`config.mk`:
```
export PLATFORM = sky130hd
export DESIGN_NAME = status_word
export DESIGN_NICKNAME = d
export VERILOG_FILES = /design/src/rtl/status_word_pkg.sv /design/src/rtl/status_word_ctrl.sv /design/src/rtl/status_word_dp.sv /design/src/rtl/status_word.sv
export SDC_FILE = /design/constraint.sdc
export NUM_CORES = 1
export LEC_CHECK = 0
export ABC_CLOCK_PERIOD_IN_PS = 3900
export CAP_MARGIN = 20
export CORE_MARGIN = 2
export CORE_UTILIZATION = 39
export DETAILED_ROUTE_END_ITERATION = 12
export PLACE_DENSITY = 0.86
export SYNTH_ARGS = -nofsm -noshare
export SYNTH_HDL_FRONTEND = slang
export SYNTH_SLANG_ARGS = --single-unit
```
`constraint.sdc`:
```
create_clock -name clk -period 3.9 [get_ports clk]
set_input_delay 0.975 -clock clk [delete_from_list [all_inputs] [get_ports clk]]
set_output_delay 0.975 -clock clk [all_outputs]
set_load 0.1 [all_outputs]
```
`src/rtl/status_word_pkg.sv`:
```
package status_word_pkg;
  localparam int FLAG_COUNT = 4;

  typedef struct packed {
    logic flagFromWrite;
    logic flagFromAlu;
    logic mergeEn;
    logic modeChange;
  } strobeT;
endpackage

```
`src/rtl/status_word_ctrl.sv`:
```
module status_word_ctrl
  import status_word_pkg::*;
#(
  parameter int MODE_W = 5
) (
  input  logic                  wrEn,
  input  logic [FLAG_COUNT-1:0] wrFlagMask,
  input  logic                  aluEn,
  input  logic [MODE_W-1:0]     curMode,
  input  logic [MODE_W-1:0]     wrModeVal,
  input  logic [MODE_W-1:0]     wrModeMask,
  output strobeT                stb
);
  logic [MODE_W-1:0] modeDiff;
  logic              flagHit;

  always_comb begin
    modeDiff = (curMode ^ wrModeVal) & wrModeMask;
    flagHit  = wrEn && (|wrFlagMask);
    stb.flagFromWrite = flagHit;
    stb.flagFromAlu   = aluEn && !flagHit;
    stb.mergeEn       = wrEn;
    stb.modeChange    = wrEn && (|modeDiff);
  end
endmodule

```
`src/rtl/status_word_dp.sv`:
```
module status_word_dp
  import status_word_pkg::*;
#(
  parameter int              DATA_W     = 32,
  parameter int              MODE_W     = 5,
  parameter logic [MODE_W-1:0] RESET_MODE = 5'b10011
) (
  input  logic                  clk,
  input  logic                  rstN,
  input  strobeT                stb,
  input  logic [DATA_W-1:0]     wrData,
  input  logic [DATA_W-FLAG_COUNT-1:0] restMask,
  input  logic [FLAG_COUNT-1:0] aluFlags,
  output logic [DATA_W-1:0]     word,
  output logic                  modeSwitch,
  output logic [MODE_W-1:0]     modeNew
);
  localparam int REST_W = DATA_W - FLAG_COUNT;

  logic [FLAG_COUNT-1:0] flagQ;
  logic [REST_W-1:0]     restQ;
  logic [REST_W-1:0]     restNext;
  logic                  pulseQ;
  logic [MODE_W-1:0]     modeQ;

  for (genvar b = 0; b < REST_W; b++) begin : g_merge
    assign restNext[b] = (stb.mergeEn && restMask[b]) ? wrData[b] : restQ[b];
  end

  always_ff @(posedge clk) begin
    if (!rstN) begin
      flagQ  <= '0;
      restQ  <= {{(REST_W-MODE_W){1'b0}}, RESET_MODE};
      pulseQ <= 1'b0;
      modeQ  <= RESET_MODE;
    end else begin
      if (stb.flagFromWrite) begin
        flagQ <= wrData[DATA_W-1 -: FLAG_COUNT];
      end else if (stb.flagFromAlu) begin
        flagQ <= aluFlags;
      end
      restQ  <= restNext;
      pulseQ <= stb.modeChange;
      if (stb.modeChange) begin
        modeQ <= restNext[MODE_W-1:0];
      end
    end
  end

  assign word       = {flagQ, restQ};
  assign modeSwitch = pulseQ;
  assign modeNew    = modeQ;
endmodule

```
`src/rtl/status_word.sv`:
```
module status_word
  import status_word_pkg::*;
#(
  parameter int                DATA_W     = 32,
  parameter int                MODE_W     = 5,
  parameter logic [MODE_W-1:0] RESET_MODE = 5'b10011
) (
  input  logic                  clk,
  input  logic                  rstN,
  input  logic                  wrEn,
  input  logic [DATA_W-1:0]     wrData,
  input  logic [DATA_W-1:0]     wrMask,
  input  logic                  aluEn,
  input  logic [FLAG_COUNT-1:0] aluFlags,
  output logic [DATA_W-1:0]     rdData,
  output logic                  modeSwitch,
  output logic [MODE_W-1:0]     modeNew
);
  localparam int REST_W = DATA_W - FLAG_COUNT;

  strobeT            stb;
  logic [DATA_W-1:0] word;

  status_word_ctrl #(.MODE_W(MODE_W)) u_ctrl (
    .wrEn       (wrEn),
    .wrFlagMask (wrMask[DATA_W-1 -: FLAG_COUNT]),
    .aluEn      (aluEn),
    .curMode    (word[MODE_W-1:0]),
    .wrModeVal  (wrData[MODE_W-1:0]),
    .wrModeMask (wrMask[MODE_W-1:0]),
    .stb        (stb)
  );

  status_word_dp #(
    .DATA_W     (DATA_W),
    .MODE_W     (MODE_W),
    .RESET_MODE (RESET_MODE)
  ) u_dp (
    .clk        (clk),
    .rstN       (rstN),
    .stb        (stb),
    .wrData     (wrData),
    .restMask   (wrMask[REST_W-1:0]),
    .aluFlags   (aluFlags),
    .word       (word),
    .modeSwitch (modeSwitch),
    .modeNew    (modeNew)
  );

  assign rdData = word;
endmodule

```
==> out/results.ini, run 1 <==
[outcome]
status=completed

[setup_path]
crit_buf_inv=1
path_delay_family=buffers and inverters
crit_chain=clkdlybuf4s50_1
crit_type=flip-flop to output pin
worstSetupEndpointType=output pin
path_depth=1
worstPathRequired_ns=2.92
rr_worst_depth=5
cpMaxStageDelayCell=clkdlybuf4s50_1
cp_slowest_stage_delay_ns=1.15
cp_data_arrival_time_ns=1.81
cp_max_fo=4
start_kind=flip-flop

[global_route]
grt_usage_pct=18.5
grt_max_degree=38
grt_pass1_wl_um=7300
grt_pass1_vias=1672
grt-ovfl-total=0
antenna_found_initial=0

[power_and_ir_drop]
switching_share_pct=32.9
p_per_area_nw_per_um2=416
p_clk_share_pct=33.4
power.internal_uw=820
combinationalPowerShare_pct=31.7
switching_power_uw=402
worst_ir_drop_vdd_mv=0.254
p_seq_share_pct=34.9
leakagePower_uw=0.00113

[cts]
h-tree-depth=2
cts_tree=yes
cts_made_buffers=5
path_clk_slew_ns=0.08
clockRootBuffer=clkbuf_8
post_cts_buffers=0
hold_buffers=0
clock_latency_ns=0.28
cts.repair.resized=0
clockBufferDepth=2
clock-sinks=38

[synth]
ys_types=25
synth_area_leaders=dfxtp_1, nand2_1, nand3_1
ys_ff_latch=38
synth_top_cell_area_share_pct=45.1
syn_nets=279
synth_top_area_cell=dfxtp_1
synth_area_um2=1690
postSynthAreaPerCell_um2=8.15
ys_seq_area_share_pct=45.1
synth-edff-count=0
async_reset_ff_share_pct=0
synthFlopType=dfxtp_1
ys.warnings.count=0
syn_inst=207

[die]
die_w_um=69.8
ios=110
die_area_um2=4870
core.rowCount=23
die_y_um=69.8
start_util_pct=41.3
core_um2=4090

[final_layout]
fin_area_um2=2930
n_antenna_cell=0
mostFrequentLayoutCells=clkdlybuf4s50_1, nand2_1, dfxtp_1, nand3_1, a21oi_1
final_common_cell=clkdlybuf4s50_1
layout.nets=384
utilization_pct=71.8
area_delta_synth_final_pct=73.8
layout-drive-gt1-share_pct=5.11

[sta]
worst_slew_pin_slew_ns=1.00
clock.fmax_mhz=359
min_period_ns=2.78
hold_viol_final=0
finalSetupTns_ns=0
slew_violations=0
rsz0062_at_grt=false
fin_skew_ns=0.00372
setup_violations=0
holdWs_ns=0.454
max_slew_margin_pct=32.9
fin_crit_sh_pct=71.3
fin_ws_ns=1.12

[drt]
vias=1795
post_drt_via_cell_ratio=4.94
ant_nets=0
first_pass_iters=4
drt_iter0_drc=70
wire_per_inst_um=12.5
routed_wirelength_um=4540
drc_errors=0

[worst_hold_path]
min_path_cells=2
hold_class=flip-flop to flip-flop

[placement]
dp_slack_ns=1.27
io_buffers=109
dpl.hpwl_um=3510
gp_congestion=0.783
dpl-instance-area_um2=2790

[job]
cap_violations=0

==> per-layer routing <==
| metal | vias to the layer above | share of wire, % | track usage, % |
|---|---|---|---|
| li1 | 936 | - | - |
| met1 | 781 | 40 | 20.2 |
| met2 | 72 | 50 | 32.0 |
| met3 | 6 | 8.7 | 8.28 |
| met4 | 0 | 1.2 | 5.56 |
| met5 | - | 0 | 0 |
==> cell families after synthesis <==
group                  after synthesis  synth area share (%)
AO/OA/AOI/OAI                       46                  20.5
XOR/XNOR                             5                  2.59
buffers and inverters               20                  5.11
flip-flops                          38                  45.1
multiplexers                         6                  3.71
AND/OR/NAND/NOR                     92                  23.1
==> registers in the layout (all words and copies together), names as in the netlist <==
| register | cells |
|---|---|
| u_dp.restQ | 28 |
| u_dp.modeSwitch | 1 |
| u_dp.flagQ | 4 |
| u_dp.modeNew | 5 |
==> power by group through the flow <==
stage	Sequential (uW)	Combinational [uW]	Clock, uW
2_1_floorplan	609	76.6	0
3_5_place_dp	435	388	0
4_1_cts	427	389	419
5_1_grt	430	405	436
3_3_place_gp	435	384	0
6_report	426	387	408
==> worst paths after layout <==
check,from,slack [ns],to
max,u_dp.restQ[4]$_SDFF_PN1_,1.12,rdData[4]
min,u_dp.restQ[9]$_SDFFE_PN0P_,0.45,u_dp.restQ[9]$_SDFFE_PN0P_
min reg2reg,u_dp.restQ[9]$_SDFFE_PN0P_,0.45,u_dp.restQ[9]$_SDFFE_PN0P_
max reg2reg,u_dp.restQ[2]$_SDFF_PN0_,2.48,u_dp.modeNew[2]$_SDFFE_PN0P_
==> per-stage QoR <==
stage,total power (uW),cells
2_1_floorplan,685,207
3_3_place_gp,819,355
3_5_place_dp,823,355
4_1_cts,1230,363
5_1_grt,1270,363
6_report,1220,363
==> cell type report <==
cell class / instances / area [um^2]
inverter: 7 / 26.3
clock inverter: 2 / 60.1
sequential: 38 / 761
timing repair buffer: 111 / 1100
multi-input combinational: 149 / 841
fill: 343 / 1150
clock buffer: 6 / 82.6
tap: 50 / 62.6
==> synth_stat cells (3+ instances only) <==
master and count:
nand3_1 27, a311oi_1 3, and2_1 4, nand2_1 50, o2111ai_1 3, nor2_1 11, a21oi_1 23, o32ai_1 3
a211oi_1 6, xor2_1 5, buf_2 6, dfxtp_1 38, clkbuf_1 5, inv_1 6, mux2i_1 4
(Power assumes the default switching activity.)
==> run 2: changes to the inputs <==
--- a/config.mk
+++ b/config.mk
@@ -5,12 +5,12 @@
 export SDC_FILE = /design/constraint.sdc
 export NUM_CORES = 1
 export LEC_CHECK = 0
-export ABC_CLOCK_PERIOD_IN_PS = 3900
+export ABC_CLOCK_PERIOD_IN_PS = 2400
 export CAP_MARGIN = 20
 export CORE_MARGIN = 2
-export CORE_UTILIZATION = 39
+export CORE_UTILIZATION = 32
 export DETAILED_ROUTE_END_ITERATION = 12
-export PLACE_DENSITY = 0.86
+export PLACE_DENSITY = 0.75
 export SYNTH_ARGS = -nofsm -noshare
 export SYNTH_HDL_FRONTEND = slang
 export SYNTH_SLANG_ARGS = --single-unit
==> constraint.sdc (replaced) <==
create_clock -name clk -period 2.4 [get_ports clk]
set_input_delay 0.6 -clock clk [delete_from_list [all_inputs] [get_ports clk]]
set_output_delay 0.6 -clock clk [all_outputs]
set_load 0.1 [all_outputs]
==> run 2 against run 1 <==
  * Register-to-register slack got worse by 1.5 ns
  * Critical path type is now input port to flip-flop
  * Final cell count up 6.3%
  * Largest cell class unchanged
  * Clock skew grew 0.0020 ns
  * Largest power group unchanged
==> out/results.ini, run 2 (synthesis results as in run 1) <==
[outcome]
status=completed

[final_layout]
layout.nets=387
area_delta_synth_final_pct=68.0
final_common_cell=clkdlybuf4s50_1
layout-drive-gt1-share_pct=17.7
top_register=u_dp.restQ
n_antenna_cell=0
mostFrequentLayoutCells=clkdlybuf4s50_1, nand2_1, buf_4, dfxtp_1, nand3_1
fin_area_um2=2840
largest_register_ffs=28

[setup_path]
cp_slowest_stage_delay_ns=0.43
cpMaxStageDelayCell=clkdlybuf4s50_1
start_kind=input port
reg2reg_slack_ns=0.99
crit_type=input port to flip-flop
cp_max_fo=9
cp_data_arrival_time_ns=2.06
path_delay_family=buffers and inverters
worstSetupEndpointType=flip-flop
worstPathRequired_ns=2.61
crit_buf_inv=2
crit_chain=clkdlybuf4s50_1 -> xor2_1 -> a222oi_1 -> buf_4 -> a211oi_1 -> a211oi_2

[sta]
finalSetupTns_ns=0
setup_violations=0
max_slew_margin_pct=67.1
clock.fmax_mhz=538
fin_crit_sh_pct=77.4
slew_violations=0
holdWs_ns=0.454
fin_ws_ns=0.543
fin_skew_ns=0.00571
min_period_ns=1.86
rsz0062_at_grt=false
hold_viol_final=0
worst_slew_pin_slew_ns=0.492

[global_route]
grt_pass1_vias=1720
antenna_found_initial=0
grt_max_degree=29
grt_usage_pct=15.6
grt_pass1_wl_um=7470
grt-ovfl-total=0

[power_and_ir_drop]
p_per_area_nw_per_um2=621
worst_ir_drop_vdd_mv=0.294
p_total_uw=1760
leakagePower_uw=0.00118

[cts]
post_cts_buffers=0
cts_made_buffers=5
cts.repair.resized=0
clock-sinks=38
clockBufferDepth=2
clock_latency_ns=0.28
h-tree-depth=2
clockRootBuffer=clkbuf_8
cts_tree=yes
path_clk_slew_ns=0.08
hold_buffers=0

[die]
start_util_pct=33.0
core_um2=5110
die_area_um2=5870
die_y_um=76.6
die_w_um=76.6
ios=110
core.rowCount=26

[drt]
ant_nets=0
post_drt_via_cell_ratio=4.71
vias=1818
routed_wirelength_um=4480
drc_errors=0
wire_per_inst_um=11.6
drt_iter0_drc=50
first_pass_iters=6

[placement]
io_buffers=109
gp_congestion=0.719
dpl.hpwl_um=3480
dp_slack_ns=0.238
dpl-instance-area_um2=2740

[job]
cap_violations=0

[worst_hold_path]
hold_class=flip-flop to flip-flop

run 2: tightest hold or removal path, cell delays in order, from the launching register on:
cell     delay (ns)
dfxtp_1        0.31
nand2_1        0.05
a21oi_1        0.05
run 2: final cells by class:
type / count / area, um^2
fillers: 474 / 2270
clock inverters: 1 / 5.00
inverters: 7 / 26.3
well taps: 70 / 87.6
multi-input cells: 149 / 841
clock buffers: 7 / 86.3
repair buffers: 114 / 1030
flip-flops and latches: 38 / 761
run 2: per-layer routing:
| layer | track usage [%] | wire length (um) | vias up |
|---|---|---|---|
| met5 | 0 | 0 | - |
| met4 | 5.45 | 41 | 0 |
| met3 | 4.86 | 277 | 4 |
| met2 | 27.5 | 2190 | 57 |
| met1 | 17.8 | 1960 | 813 |
| li1 | - | - | 944 |
run 2: final timing paths:
path                               start                           end  cells past startpoint
min          u_dp.restQ[15]$_SDFFE_PN0P_   u_dp.restQ[15]$_SDFFE_PN0P_                      2
max reg2reg     u_dp.restQ[2]$_SDFF_PN0_  u_dp.modeNew[2]$_SDFFE_PN0P_                      5
max                            wrData[2]  u_dp.modeNew[2]$_SDFFE_PN0P_                      6
min reg2reg  u_dp.restQ[15]$_SDFFE_PN0P_   u_dp.restQ[15]$_SDFFE_PN0P_                      2
run 2: per-stage QoR:
stage,instances,utilization (%)
after floorplan,207,-
after global placement,378,53.7
after detailed placement,378,53.7
after CTS,386,55.5
after global routing,386,55.5
final,386,55.5
run 2: where the power goes:
| group | switching [uW] | leakage (uW) | internal (uW) |
|---|---|---|---|
| logic | 410 | 0.000821 | 208 |
| clock network | 217 | 0.0000482 | 232 |
| registers | 23.8 | 0.000312 | 670 |
| total | 651 | 0.00118 | 1110 |
==> run 3: changes to the inputs <==
--- a/config.mk
+++ b/config.mk
@@ -5,7 +5,7 @@
 export SDC_FILE = /design/constraint.sdc
 export NUM_CORES = 1
 export LEC_CHECK = 0
-export ABC_CLOCK_PERIOD_IN_PS = 2400
+export ABC_CLOCK_PERIOD_IN_PS = 1700
 export CAP_MARGIN = 20
 export CORE_MARGIN = 2
 export CORE_UTILIZATION = 32
==> constraint.sdc (replaced) <==
create_clock -name clk -period 1.7 [get_ports clk]
set_input_delay 0.425 -clock clk [delete_from_list [all_inputs] [get_ports clk]]
set_output_delay 0.425 -clock clk [all_outputs]
set_load 0.1 [all_outputs]
==> run 3 against run 2 <==
  * Global-route usage up 1.9 points
  * Sequential cell count unchanged
  * Sequential power grew 46%
  * Via count is 2.6% higher
  * Die area is the same
  * Core utilization rose by 11 points
  * Total power is 52% higher
  * Non-clock buffer count is 5 higher
  * Wire length rose by 15%
  * Final cell count increased by 1.3%
  * Combinational power grew 68%
  * Sequential share of layout area decreased by 4.2 points
  * Largest cell class unchanged
  * Largest power group is now combinational logic
  * Highest routed layer unchanged
==> out/results.ini, run 3 (synthesis results as in run 1) <==
[worst_hold_path]
hold_start=u_dp.restQ[9]$_SDFFE_PN0P_
hold_class=flip-flop to flip-flop
min_path_cells=2
holdPathEnd=u_dp.restQ[9]$_SDFFE_PN0P_

[final_layout]
stdcell_count=391
layout.nets=392
area_delta_synth_final_pct=101
layout-drive-gt1-share_pct=20.9
largest_register_ffs=28
mostFrequentLayoutCells=clkdlybuf4s50_1, nand2_1, buf_12, dfxtp_1, nand3_1
n_antenna_cell=0
utilization_pct=66.3
final_common_cell=clkdlybuf4s50_1
fin_area_um2=3390
top_register=u_dp.restQ

[placement]
dpl.cell_count=381
io_buffers=109
dpl.hpwl_um=4130
gp_congestion=0.807
dpl-instance-area_um2=3270
dp_slack_ns=-0.373

[cts]
cts_made_buffers=5
cts_tree=yes
clock-sinks=38
clock_latency_ns=0.28
path_clk_slew_ns=0.08
h-tree-depth=2
clockBufferDepth=2
hold_buffers=0
clockRootBuffer=clkbuf_8

[setup_path]
reg2reg_to=u_dp.modeNew[2]$_SDFFE_PN0P_
cp_data_arrival_time_ns=1.81
reg2reg_slack_ns=0.17
crit_type=input port to flip-flop
worstSetupEndpointType=flip-flop
cp_max_fo=9
worstPathRequired_ns=1.89
timing.rr.start=u_dp.restQ[2]$_SDFF_PN0_
rr_worst_depth=6
start_kind=input port

[sta]
setup_violations=0
slew_violations=0
hold_viol_final=0
fin_crit_sh_pct=95.3
worst_slew_pin_slew_ns=0.293
clock.fmax_mhz=617
fin_skew_ns=0.00191
fin_ws_ns=0.0797
rsz0062_at_grt=false
max_slew_margin_pct=80.5
min_period_ns=1.62

[die]
start_util_pct=33.0
die_w_um=76.6
die_y_um=76.6
ios=110
die_area_um2=5870
core.rowCount=26
core_um2=5110

[drt]
drt_iter0_drc=35
ant_nets=0
vias=1866
routed_wirelength_um=5120
post_drt_via_cell_ratio=4.77
wire_per_inst_um=13.1
drc_errors=0
first_pass_iters=4

[global_route]
grt_usage_pct=17.5
antenna_found_initial=0
grt-ovfl-total=0
grt_max_degree=53
grt_pass1_wl_um=8380
grt_pass1_vias=1825

[power_and_ir_drop]
p_total_uw=2680
p_per_area_nw_per_um2=792
worst_ir_drop_vdd_mv=0.419
leakagePower_uw=0.00138

[outcome]
status=completed

[job]
cap_violations=0

[run 3: power breakdown]
part	switching [uW]	internal (uW)	total, uW	leakage (uW)
Sequential	63.7	948	1010	0.000312
Clock	307	327	634	0.0000482
Combinational	592	445	1040	0.00102
Total	962	1720	2680	0.00138
[run 3: timing repair]
| action | 4_1_cts | 5_1_grt |
|---|---|---|
| resized for setup | 2 | 4 |
| endpoints found under the setup margin | 4 | 6 |
| pin swaps | 1 | 2 |
| buffers inserted | 1 | 0 |
| cloned | 1 | 0 |
[run 3: stage by stage]
step	TNS (ns)	hold WS [ns]
global placement	-1.37	0.476
global route	0	0.514
finish	0	0.494
floorplan	0	0.573
CTS	-0.00724	0.497
detailed placement	-2.26	0.486
[run 3: area by class of cell]
| class | instances | area (um^2) |
|---|---|---|
| Fill cell | 434 | 1720 |
| Timing Repair Buffer | 119 | 1570 |
| Multi-Input combinational cell | 149 | 846 |
| Sequential cell | 38 | 767 |
| Tap cell | 70 | 87.6 |
| Clock buffer | 7 | 86.3 |
| Inverter | 7 | 26.3 |
| Clock inverter | 1 | 5.00 |
[run 3: how the worst max path moves through the flow]
stage                             start                           end  slack [ns]  cells after the start
2_1_floorplan  u_dp.restQ[2]$_SDFF_PN0_  u_dp.modeNew[2]$_SDFFE_PN0P_        0.03                      5
3_3_place_gp                  wrData[2]  u_dp.modeNew[2]$_SDFFE_PN0P_       -0.25                      6
3_5_place_dp                  wrData[2]  u_dp.modeNew[3]$_SDFFE_PN0P_       -0.37                      6
4_1_cts                       wrData[3]  u_dp.modeNew[3]$_SDFFE_PN0P_      -0.007                      7
5_1_grt                       wrData[4]  u_dp.modeNew[4]$_SDFFE_PN1P_        0.01                      5
6_report                      wrData[4]  u_dp.modeNew[4]$_SDFFE_PN1P_        0.08                      5
[run 3: metal layers]
metal,part of all wire [%],vias to the layer above,track usage [%]
li1,-,953,-
met1,38,847,18.9
met2,55,55,33.3
met3,4.3,11,3.55
met4,2.6,0,6.91
met5,0,-,0
[run 3: critical path, cell delays in order]
cell and delay [ns]:
clkdlybuf4s50_1 0.44, xor2_1 0.20, a22oi_4 0.32, o32ai_1 0.15, a311oi_1 0.27
